===== src/rtl/wpa_pkg.sv =====
package wpa_pkg;
    localparam int SYNC_STAGES = 2;

    typedef struct packed {
        logic status;   // media reported protected
        logic locked;   // flash write-protect asserted
    } wp_state_t;

    typedef struct packed {
        logic act_oe;
        logic chip_oe;
    } led_state_t;
endpackage


===== src/rtl/wpa_sync.sv =====
module wpa_sync #(
    parameter int    STAGES    = 2,
    parameter logic  RESET_VAL = 1'b1
) (
    input  logic clk,
    input  logic rst_n,
    input  logic async_i,
    output logic sync_o
);
    logic [STAGES-1:0] chain_d, chain_q;

    always_comb begin
        chain_d[0] = async_i;
        for (int i = 1; i < STAGES; i++) begin
            chain_d[i] = chain_q[i-1];
        end
    end

    always_ff @(posedge clk or negedge rst_n) begin
        if (!rst_n) chain_q <= {STAGES{RESET_VAL}};
        else        chain_q <= chain_d;
    end

    assign sync_o = chain_q[STAGES-1];
endmodule


===== src/rtl/wpa_wp_ctrl.sv =====
module wpa_wp_ctrl
    import wpa_pkg::*;
(
    input  logic clk,
    input  logic rst_n,
    input  logic sw_prot_i,
    input  logic xfer_active_i,
    input  logic op_pending_i,
    output logic status_o,
    output logic locked_o
);
    wp_state_t st_d, st_q;
    logic      idle;

    always_comb begin
        idle = !xfer_active_i && !op_pending_i;
        st_d = st_q;
        if (sw_prot_i) begin
            st_d.status = 1'b1;
        end else if (idle) begin
            st_d.status = 1'b0;
        end
        if (idle) begin
            st_d.locked = sw_prot_i;
        end
    end

    always_ff @(posedge clk or negedge rst_n) begin
        if (!rst_n) st_q <= '0;
        else        st_q <= st_d;
    end

    assign status_o = st_q.status;
    assign locked_o = st_q.locked;

    assert_defer_lock_R3: assert property (@(posedge clk) disable iff (!rst_n)
        ((xfer_active_i || op_pending_i) && !st_q.locked) |=> !st_q.locked);

    assert_hold_release_R5: assert property (@(posedge clk) disable iff (!rst_n)
        ((xfer_active_i || op_pending_i) && st_q.locked) |=> st_q.locked);

    assert_lock_implies_status_R4: assert property (@(posedge clk) disable iff (!rst_n)
        st_q.locked |-> st_q.status);

    assert_status_busy_R5: assert property (@(posedge clk) disable iff (!rst_n)
        ((xfer_active_i || op_pending_i) && st_q.status) |=> st_q.status);
endmodule


===== src/rtl/wpa_led_ctrl.sv =====
module wpa_led_ctrl
    import wpa_pkg::*;
(
    input  logic clk,
    input  logic rst_n,
    input  logic xfer_active_i,
    input  logic init_done_i,
    output logic act_oe_o,
    output logic chip_oe_o
);
    led_state_t led_d, led_q;

    always_comb begin
        led_d         = led_q;
        led_d.act_oe  = xfer_active_i;
        led_d.chip_oe = init_done_i;
    end

    always_ff @(posedge clk or negedge rst_n) begin
        if (!rst_n) led_q <= '0;
        else        led_q <= led_d;
    end

    assign act_oe_o  = led_q.act_oe;
    assign chip_oe_o = led_q.chip_oe;

    assert_act_on_R6: assert property (@(posedge clk) disable iff (!rst_n)
        $rose(xfer_active_i) |=> led_q.act_oe);

    assert_act_off_R6: assert property (@(posedge clk) disable iff (!rst_n)
        $fell(xfer_active_i) |=> !led_q.act_oe);

    assert_chip_on_R7: assert property (@(posedge clk) disable iff (!rst_n)
        $rose(init_done_i) |=> led_q.chip_oe);
endmodule


===== src/rtl/wp_activity_ctrl.sv =====
module wp_activity_ctrl
    import wpa_pkg::*;
(
    input  logic clk,
    input  logic rst_n,
    input  logic wp_sw_n_i,
    input  logic xfer_active_i,
    input  logic op_pending_i,
    input  logic init_done_i,
    output logic flash_wp_n_o,
    output logic wp_status_o,
    output logic cfg_wr_block_o,
    output logic xfer_hold_o,
    output logic act_led_o,
    output logic act_led_oe_o,
    output logic chip_led_o,
    output logic chip_led_oe_o
);
    logic sw_sync_n;
    logic status;
    logic locked;

    wpa_sync #(
        .STAGES    (SYNC_STAGES),
        .RESET_VAL (1'b1)
    ) u_sync (
        .clk     (clk),
        .rst_n   (rst_n),
        .async_i (wp_sw_n_i),
        .sync_o  (sw_sync_n)
    );

    wpa_wp_ctrl u_wp (
        .clk           (clk),
        .rst_n         (rst_n),
        .sw_prot_i     (!sw_sync_n),
        .xfer_active_i (xfer_active_i),
        .op_pending_i  (op_pending_i),
        .status_o      (status),
        .locked_o      (locked)
    );

    wpa_led_ctrl u_led (
        .clk           (clk),
        .rst_n         (rst_n),
        .xfer_active_i (xfer_active_i),
        .init_done_i   (init_done_i),
        .act_oe_o      (act_led_oe_o),
        .chip_oe_o     (chip_led_oe_o)
    );

    assign flash_wp_n_o   = !locked;
    assign wp_status_o    = status;
    assign cfg_wr_block_o = status;
    assign xfer_hold_o    = status;
    assign act_led_o      = 1'b0;
    assign chip_led_o     = 1'b0;

    assert_sync_latency_R2: assert property (@(posedge clk) disable iff (!rst_n)
        (!sw_sync_n && !xfer_active_i && !op_pending_i) |=> !flash_wp_n_o);
endmodule


===== config.mk =====
export PLATFORM = sky130hd
export DESIGN_NAME = wp_activity_ctrl
export DESIGN_NICKNAME = d
export VERILOG_FILES = /design/src/rtl/wpa_pkg.sv /design/src/rtl/wpa_sync.sv /design/src/rtl/wpa_wp_ctrl.sv /design/src/rtl/wpa_led_ctrl.sv /design/src/rtl/wp_activity_ctrl.sv
export SDC_FILE = /design/constraint.sdc
export NUM_CORES = 1
export LEC_CHECK = 0
export ABC_AREA = 1
export BUFFER_PORTS_ARGS = -buffer_cell sky130_fd_sc_hd__clkbuf_2
export CAP_MARGIN = 10
export CORE_AREA = 2 2 39 41
export DETAILED_ROUTE_END_ITERATION = 10
export DIE_AREA = 0 0 41 43
export PLACE_DENSITY = 0.48
export SYNTH_ARGS = -nofsm -noshare
export SYNTH_HDL_FRONTEND = slang
export SYNTH_SLANG_ARGS = --single-unit

===== constraint.sdc =====
create_clock -name clk -period 1.51 [get_ports clk]
set_input_delay 0.2265 -clock clk [delete_from_list [all_inputs] [get_ports clk]]
set_output_delay 0.2265 -clock clk [all_outputs]
set_load 0.1 [all_outputs]

==> summary.txt, run 1 <==
Outcome
  • Outcome: complete, no violations

STA
  • Worst slew pin tran: ~540 ps
  • RSZ-0062 raised after global routing: false
  • Final setup TNS: 0 ps
  • Post-Route Skew: between 10 and 15 ps
  • Slew Limit Fails: 0
  • Final Setup Violations: 0
  • Final worst slack: between 150 and 200 ps
  • Endpoints failing hold: 0
  • Tmin final: 1340 ps
  • Fmax: 0.749 GHz
  • Slew margin rel.: 0.638
  • Final period util: 0.884

Worst setup path
  • R2R Path End: u_wp.status_o$_DFFE_PN0P_
  • Worst r2r src: u_sync.chain_q[1]$_DFF_PN1_
  • Worst r2r path cells: 2
  • CP Class: reg2out
  • Crit. End Element: output port
  • Critical-path maximum fanout: 2
  • Startpoint types: flip-flop
  • Worst reg2reg setup slack: between 700 and 800 ps
  • CP required: 1280 ps
  • Crit path arrival time: 1110 ps

Floorplanning
  • Die W: 41 um
  • FP Rows: 14
  • Die Span Y: around 43 um
  • Die ar.: 0.00176 mm^2
  • Initial Util: 0.162
  • I/O pins: 14
  • Core box area: 0.00138 mm^2

Power
  • PD cells: 1550 mW/mm^2
  • P_leak: 0.167 nW
  • Max VDD drop: 0.480 mV

Synth
  • Register bit count reported by yosys: 6
  • Yosys warnings: 0
  • Share of the synthesized area in the top cell type: 0.447
  • Main synth FF type: dfrtp_1
  • Async S/R FF share, synth: 1.00
  • Area contributors post-synth: dfrtp_1, dfstp_2, buf_4
  • Synth area leader: dfrtp_1
  • Synth Instances: 19
  • Synth Cell Area: 224 um^2
  • Yosys cell types: 9
  • Register area share after synthesis: 0.682
  • Syn Area/Cell: 11.8 um^2
  • EDFF count, synth: 0
  • Synth top cells by count: buf_4, dfrtp_1, inv_1

Worst hold path
  • HP Class: in2reg
  • WHS Path Cells: 1
  • Hold Startpoint: wp_sw_n_i
  • Min-Delay Endpoint: u_sync.chain_q[0]$_DFF_PN1_

Routing
  • WL per Instance: 7.00 um
  • Post-Route WL: between 300 and 400 um
  • Vias/cell: 3.40
  • Via count: 163
  • Drt pass-1 iters: 2
  • Drc violations: 0
  • Remaining antenna violation count: 0
  • Initial DRC count: 2

Global route
  • Initial antenna violation count: 0
  • GRT overflow: 0
  • GR Util All Layers: 0.0496
  • Largest net degree at the start of global routing: 7
  • First-pass GRT wire length: 476 um
  • Vias in the first global route: 139

Job
  • MaxCap Viol Count: 0

Placement
  • Dpl ws: 423 ps
  • Placed cell count: 43
  • Routability congestion estimate: 0.618
  • Port-buffer cells: 11

Clock network
  • Clk sinks: 6
  • Longest Clk Path Bufs: 2
  • Worst-Skew Late Latency: 250 ps
  • CTS buffer count: 3
  • Clock root cell: clkbuf_4
  • Clk slew on worst S/H paths: 40 ps
  • TritonCTS clock tree: yes
  • H-Tree Depth: 1

Final layout
  • Diode count: 0
  • Area growth, synth to finish: 38.5%
  • Final cell count without fillers: 48
  • Share of layout cells above drive strength 1: 0.563
  • Final net count: 39
## layout by cell type, fill, tap and decap left out, drive strengths merged
cell type | synthesis | routed
dfstp | 2 | 2
clkbuf | 0 | 15
o21bai | 1 | 1
conb | 1 | 2
dlygate4sd3 | 0 | 1
nor2 | 1 | 1
inv | 3 | 3
nand2 | 2 | 2
dfrtp | 4 | 4
o21ai | 1 | 1
## kinds of logic (layout without fill, tap and decap cells)
family | count (synthesis) | in the layout | share of synthesized area
AO/OA/AOI/OAI | 2 | 2 | 0.0559
AND/OR/NAND/NOR | 3 | 3 | 0.0615
other | 1 | 2 | 0.0167
buffers and inverters | 7 | 19 | 0.184
flip-flops | 6 | 6 | 0.682
## where the power goes
part	internal [mW]	leakage, nW	switching, mW
sequential	0.174	0.0661	0.00407
combinational	0.0170	0.0862	0.121
clock	0.100	0.0150	0.0636
## through the flow
step	instance area (um^2)	hold slack, ps	util	power [mW]
5_1_grt	310	48.1	0.224	0.504
2_1_floorplan	229	-69.1	-	0.303
6_report	310	65.0	0.224	0.480
3_3_place_gp	274	59.8	0.198	0.317
4_1_cts	310	57.0	0.224	0.487
3_5_place_dp	274	58.0	0.198	0.318
## worst max-delay path: stages (launching register included)
cell and delay (ps):
dfrtp_1 360, inv_1 60, clkbuf_2 440
## flip-flops by register name (all words and copies together), names as in the netlist
register and count:
u_sync.chain_q 2, u_wp.locked_o 1, u_led.act_oe_o 1, u_led.chip_oe_o 1, u_wp.status_o 1
## final cells by class
class                      instances  area [um^2]
clock buffer                       4         26.3
timing repair buffer              12         65.1
tap                               16         20.0
inverter                           3         11.3
fill                             156         1070
multi-input combinational          7         33.8
sequential                         6          154
## routing by layer
metal / track usage / vias to the layer above / wire (um)
met3: 0.0785 / 0 / 53
met5: 0 / - / 0
met4: 0.0200 / 0 / 0
met2: 0.0563 / 13 / 160
li1: - / 74 / -
met1: 0.0429 / 76 / 122
## what timing repair did
item,CTS,global route
endpoints found under the setup margin,0,0
gates resized for setup,0,0
hold buffers,1,0
setup buffers,0,0
endpoints found under the hold margin,5,0
## worst max-delay path by stage
stage | startpoint | to | slack (ps)
floorplan | u_wp.status_o$_DFFE_PN0P_ | wp_status_o | 230
global placement | u_wp.locked_o$_DFFE_PN0P_ | flash_wp_n_o | 450
detailed placement | u_wp.locked_o$_DFFE_PN0P_ | flash_wp_n_o | 420
CTS | u_wp.locked_o$_DFFE_PN0P_ | flash_wp_n_o | 160
global route | u_wp.locked_o$_DFFE_PN0P_ | flash_wp_n_o | 140
finish | u_wp.locked_o$_DFFE_PN0P_ | flash_wp_n_o | 170
Power figures use the tool's default switching activity.
==> run 2, diff against run 1 <==
--- a/config.mk
+++ b/config.mk
@@ -5,13 +5,12 @@
 export SDC_FILE = /design/constraint.sdc
 export NUM_CORES = 1
 export LEC_CHECK = 0
-export ABC_AREA = 1
 export BUFFER_PORTS_ARGS = -buffer_cell sky130_fd_sc_hd__clkbuf_2
 export CAP_MARGIN = 10
 export CORE_AREA = 2 2 39 41
 export DETAILED_ROUTE_END_ITERATION = 10
 export DIE_AREA = 0 0 41 43
-export PLACE_DENSITY = 0.48
+export PLACE_DENSITY = 0.47
 export SYNTH_ARGS = -nofsm -noshare
 export SYNTH_HDL_FRONTEND = slang
 export SYNTH_SLANG_ARGS = --single-unit
==> summary.txt, run 2 <==
Outcome
  • Outcome: complete, no violations

Placement
  • Dpl ws: 435 ps
  • Routability congestion estimate: 0.575
  • Placed cell count: 40
  • Port-buffer cells: 11

Synth
  • Area contributors post-synth: dfrtp_1, dfstp_2, buf_4
  • Synth Instances: 16
  • Syn Area/Cell: 13.2 um^2
  • Async S/R FF share, synth: 1.00
  • EDFF count, synth: 0
  • Register area share after synthesis: 0.722
  • Share of the synthesized area in the top cell type: 0.473
  • Register bit count reported by yosys: 6
  • Synth area leader: dfrtp_1
  • Synth Cell Area: 211 um^2
  • Yosys cell types: 8
  • Synth top cells by count: buf_4, dfrtp_1, dfstp_2, o21ai_0
  • Main synth FF type: dfrtp_1
  • Yosys warnings: 0

Worst setup path
  • Startpoint types: flip-flop
  • Crit path arrival time: 1110 ps
  • Worst r2r src: u_sync.chain_q[1]$_DFF_PN1_
  • Worst r2r path cells: 1
  • CP Class: reg2out
  • Worst reg2reg setup slack: 820 ps
  • Crit. End Element: output port
  • R2R Path End: u_wp.locked_o$_DFFE_PN0P_
  • CP required: 1280 ps
  • Critical-path maximum fanout: 2

Routing
  • Post-Route WL: approximately 320 um
  • Vias/cell: between 3 and 4
  • Drc violations: 0
  • WL per Instance: roughly 7 um
  • Remaining antenna violation count: 0
  • Via count: 149
  • Drt pass-1 iters: 1
  • Initial DRC count: 0

STA
  • Final setup TNS: 0 ps
  • Final period util: 0.883
  • Fmax: 0.750 GHz
  • Endpoints failing hold: 0
  • Final worst slack: 176 ps
  • Worst slew pin tran: 539 ps
  • Slew Limit Fails: 0
  • Post-Route Skew: approximately 10 ps
  • Final Setup Violations: 0
  • RSZ-0062 raised after global routing: false
  • Slew margin rel.: 0.642
  • Tmin final: 1330 ps
  • Worst hold margin: 71.3 ps

Final layout
  • Most frequent cells in the layout: clkbuf_2, clkbuf_4, dfrtp_1
  • Commonest non-fill, non-tap cell in the layout: clkbuf_2
  • Area growth, synth to finish: 40.8%
  • Max reg flops: 2
  • Diode count: 0
  • Share of layout cells above drive strength 1: 0.586
  • Final net count: 36
  • Filler cells: 151
  • Register with the most flip-flops: u_sync.chain_q
  • Final cell count without fillers: 45

Clock network
  • Clk sinks: 6
  • Clock root cell: clkbuf_4
  • CTS buffer count: 3
  • Worst-Skew Late Latency: around 250 ps
  • Clk slew on worst S/H paths: 50 ps
  • TritonCTS clock tree: yes
  • H-Tree Depth: 1
  • Total setup buffers inserted after CTS: 0
  • Longest Clk Path Bufs: 2

Global route
  • Initial antenna violation count: 0
  • Vias in the first global route: between 100 and 150
  • First-pass GRT wire length: around 590 um
  • Largest net degree at the start of global routing: 7
  • GR Util All Layers: 0.0597
  • GRT overflow: 0

Floorplanning
  • Initial Util: 0.153
  • Die ar.: roughly 0.0018 mm^2
  • Die W: between 40 and 50 um
  • Core box area: 0.00138 mm^2
  • I/O pins: 14
  • FP Rows: 14
  • Die Span Y: approximately 43 um

Worst hold path
  • Hold Startpoint: wp_sw_n_i
  • Min-Delay Endpoint: u_sync.chain_q[0]$_DFF_PN1_
  • HP Class: in2reg
  • WHS Path Cells: 1

Power
  • Total Power: 0.475 mW
  • Max VDD drop: 0.460 mV
  • P_leak: 0.146 nW
  • PD cells: 1590 mW/mm^2

Job
  • MaxCap Viol Count: 0
-- run 2: per-stage QoR --
step                cell area [um^2]   util
floorplan                        216      -
global placement                 262  0.189
detailed placement               262  0.189
CTS                              298  0.215
global route                     298  0.215
finish                           298  0.215
-- run 2: cells by family after synthesis --
logic type,share of synthesized area
AO/OA/AOI/OAI,0.0829
flip-flops,0.722
AND/OR/NAND/NOR,0.0177
buffers and inverters,0.160
other,0.0177
-- run 2: layer usage --
metal	GRT usage	part of all wire	wire, um	vias to the layer above
met4	0.0400	0	0	0
met1	0.0495	0.38	124	62
met5	0	0	0	-
li1	-	-	-	74
met3	0.0785	0.19	61	0
met2	0.0719	0.43	139	13
-- run 2: power breakdown --
group          leakage, nW  switching, mW  internal, mW
registers           0.0661        0.00488         0.174
logic               0.0652          0.120        0.0164
clock network       0.0150         0.0595         0.100
total                0.146          0.184         0.291
-- run 2: critical path: stages, from the launching register on --
cell      delay, ps
dfrtp_1         370
inv_1            50
clkbuf_2        440
-- run 2: final cells by class --
| type | instances | area (um^2) | share of cell area |
|---|---|---|---|
| Inverter | 1 | 3.75 | 0.0126 |
| Timing Repair Buffer | 12 | 65.1 | 0.218 |
| Clock buffer | 4 | 26.3 | 0.0882 |
| Multi-Input combinational cell | 6 | 28.8 | 0.0966 |
| Sequential cell | 6 | 154 | 0.517 |
| Tap cell | 16 | 20.0 | 0.0672 |
-- run 2: what timing repair did --
item                      CTS  global route
hold endpoints to repair    4             0
resized for setup           0             0
hold buffers                1             0
-- run 2: worst max-delay path by stage --
stage / start / to / slack (ps) / cells past startpoint
floorplan: u_wp.status_o$_DFFE_PN0P_ / wp_status_o / 230 / 1
global placement: u_wp.locked_o$_DFFE_PN0P_ / flash_wp_n_o / 430 / 2
detailed placement: u_wp.locked_o$_DFFE_PN0P_ / flash_wp_n_o / 440 / 2
CTS: u_wp.locked_o$_DFFE_PN0P_ / flash_wp_n_o / 160 / 2
global route: u_wp.locked_o$_DFFE_PN0P_ / flash_wp_n_o / 120 / 2
finish: u_wp.locked_o$_DFFE_PN0P_ / flash_wp_n_o / 180 / 2
==> run 3, diff against run 2 <==
--- a/config.mk
+++ b/config.mk
@@ -10,7 +10,6 @@
 export CORE_AREA = 2 2 39 41
 export DETAILED_ROUTE_END_ITERATION = 10
 export DIE_AREA = 0 0 41 43
-export PLACE_DENSITY = 0.47
 export SYNTH_ARGS = -nofsm -noshare
 export SYNTH_HDL_FRONTEND = slang
 export SYNTH_SLANG_ARGS = --single-unit
==> summary.txt, run 3 (synthesis gave the netlist of run 2 again) <==
Outcome
  • Outcome: complete, no violations

Power
  • Max VDD drop: 0.448 mV
  • Switching power: 0.187 mW
  • Net Sw Frac: 0.391
  • Clock power share: 0.339
  • Seq pwr share: 0.374
  • PD cells: 1610 mW/mm^2
  • Combinational Power Share: 0.286
  • Int Pwr: ~0.29 mW
  • P_leak: roughly 0.15 nW
  • Total Power: about 0.48 mW

Clock network
  • TritonCTS clock tree: yes
  • Clk slew on worst S/H paths: 50 ps
  • Clock root cell: clkbuf_4
  • H-Tree Depth: 1
  • Clk sinks: 6
  • Longest Clk Path Bufs: 2
  • CTS buffer count: 3
  • Worst-Skew Late Latency: 250 ps
  • Total setup buffers inserted after CTS: 0

Placement
  • Placed cell count: 40
  • Post-DP Area: between 200 and 300 um^2
  • Port-buffer cells: 11
  • Routability congestion estimate: a little under 0.5
  • Dpl ws: 436 ps

STA
  • Final worst slack: about 170 ps
  • Final period util: 0.890
  • Worst slew pin tran: 539 ps
  • Endpoints failing hold: 0
  • Tmin final: 1340 ps
  • Post-Route Skew: about 12 ps
  • Fmax: around 0.74 GHz
  • Final setup TNS: 0 ps
  • Final Setup Violations: 0
  • Slew margin rel.: 0.642
  • RSZ-0062 raised after global routing: false
  • Slew Limit Fails: 0

Worst setup path
  • Startpoint types: flip-flop
  • Critical-path top delay cell: clkbuf_2
  • Crit path arrival time: between 1000 and 1500 ps
  • Crit. End Element: output port
  • CP Class: reg2out
  • Crit-path cells: inv_1, clkbuf_2
  • Delay-heaviest family, CP: buffers and inverters
  • WP buf/inv: 2
  • CP required: roughly 1300 ps
  • Worst path max stage delay: 440 ps
  • Critical-path maximum fanout: 2

Routing
  • WL per Instance: 8.11 um
  • Post-Route WL: 365 um
  • Drc violations: 0
  • Vias/cell: 3.33
  • Remaining antenna violation count: 0
  • Drt pass-1 iters: 2
  • Initial DRC count: 2
  • Via count: 150

Global route
  • First-pass GRT wire length: 558 um
  • Largest net degree at the start of global routing: 7
  • GR Util All Layers: 0.0586
  • Initial antenna violation count: 0
  • Vias in the first global route: 136
  • GRT overflow: 0

Final layout
  • Final net count: 36
  • Filler cells: 154
  • Diode count: 0
  • Register with the most flip-flops: u_sync.chain_q
  • Commonest non-fill, non-tap cell in the layout: clkbuf_2
  • Most frequent cells in the layout: clkbuf_2, clkbuf_4, dfrtp_1
  • Area growth, synth to finish: 40.8%
  • Design area: between 200 and 300 um^2
  • Final cell count without fillers: 45
  • Max reg flops: 2
  • Share of layout cells above drive strength 1: 0.586

Floorplanning
  • Die W: 41 um
  • Die ar.: around 0.0018 mm^2
  • Core box area: around 0.0014 mm^2
  • Initial Util: 0.153
  • Die Span Y: about 43 um
  • I/O pins: 14
  • FP Rows: 14

Job
  • MaxCap Viol Count: 0

Worst hold path
  • HP Class: in2reg
[run 3: cell counts in the layout (fill, tap and decap cells not counted)]
No cell type changed its count.
[run 3: repair_timing]
item,4_1_cts,5_1_grt
hold buffers,1,0
endpoints found under the hold margin,4,0
endpoints found under the setup margin,0,0
resized for setup,0,0
[run 3: final timing paths]
path / startpoint / endpoint / slack, ps / cells after the start
hold / removal: wp_sw_n_i / u_sync.chain_q[0]$_DFF_PN1_ / 70 / 1
max in group asynchronous: rst_n / u_sync.chain_q[1]$_DFF_PN1_ / 930 / 2
setup / recovery: u_wp.locked_o$_DFFE_PN0P_ / flash_wp_n_o / 170 / 2
hold reg to reg: u_sync.chain_q[0]$_DFF_PN1_ / u_sync.chain_q[1]$_DFF_PN1_ / 350 / 0
setup reg to reg: u_sync.chain_q[1]$_DFF_PN1_ / u_wp.locked_o$_DFFE_PN0P_ / 810 / 1
min in group asynchronous: rst_n / u_led.act_oe_o$_DFF_PN0_ / 340 / 2
[run 3: layout make-up]
type	instances	area, um^2	area share
tap	16	20.0	0.0672
timing repair buffer	12	65.1	0.218
sequential	6	154	0.517
clock buffer	4	26.3	0.0882
inverter	1	3.75	0.0126
multi-input combinational	6	28.8	0.0966
[run 3: through the flow]
stage | util | hold WS (ps)
3_3_place_gp | 0.189 | 56.4
4_1_cts | 0.215 | 53.7
2_1_floorplan | - | -69.1
3_5_place_dp | 0.189 | 62.5
5_1_grt | 0.215 | 56.7
6_report | 0.215 | 69.1
[run 3: metal layers]
layer / vias to the layer above / track usage / share of wire
met3: 0 / 0.0785 / 0.18
li1: 70 / - / -
met5: - / 0 / 0
met4: 0 / 0.0400 / 0
met2: 15 / 0.0719 / 0.46
met1: 65 / 0.0459 / 0.36
[run 3: power by group through the flow]
stage | Combinational, mW | Sequential [mW] | Clock, mW
after global placement | 0.134 | 0.181 | 0
after global routing | 0.143 | 0.181 | 0.189
after CTS | 0.138 | 0.179 | 0.175
after floorplan | 0.0883 | 0.214 | 0
final | 0.137 | 0.179 | 0.162
after detailed placement | 0.135 | 0.181 | 0
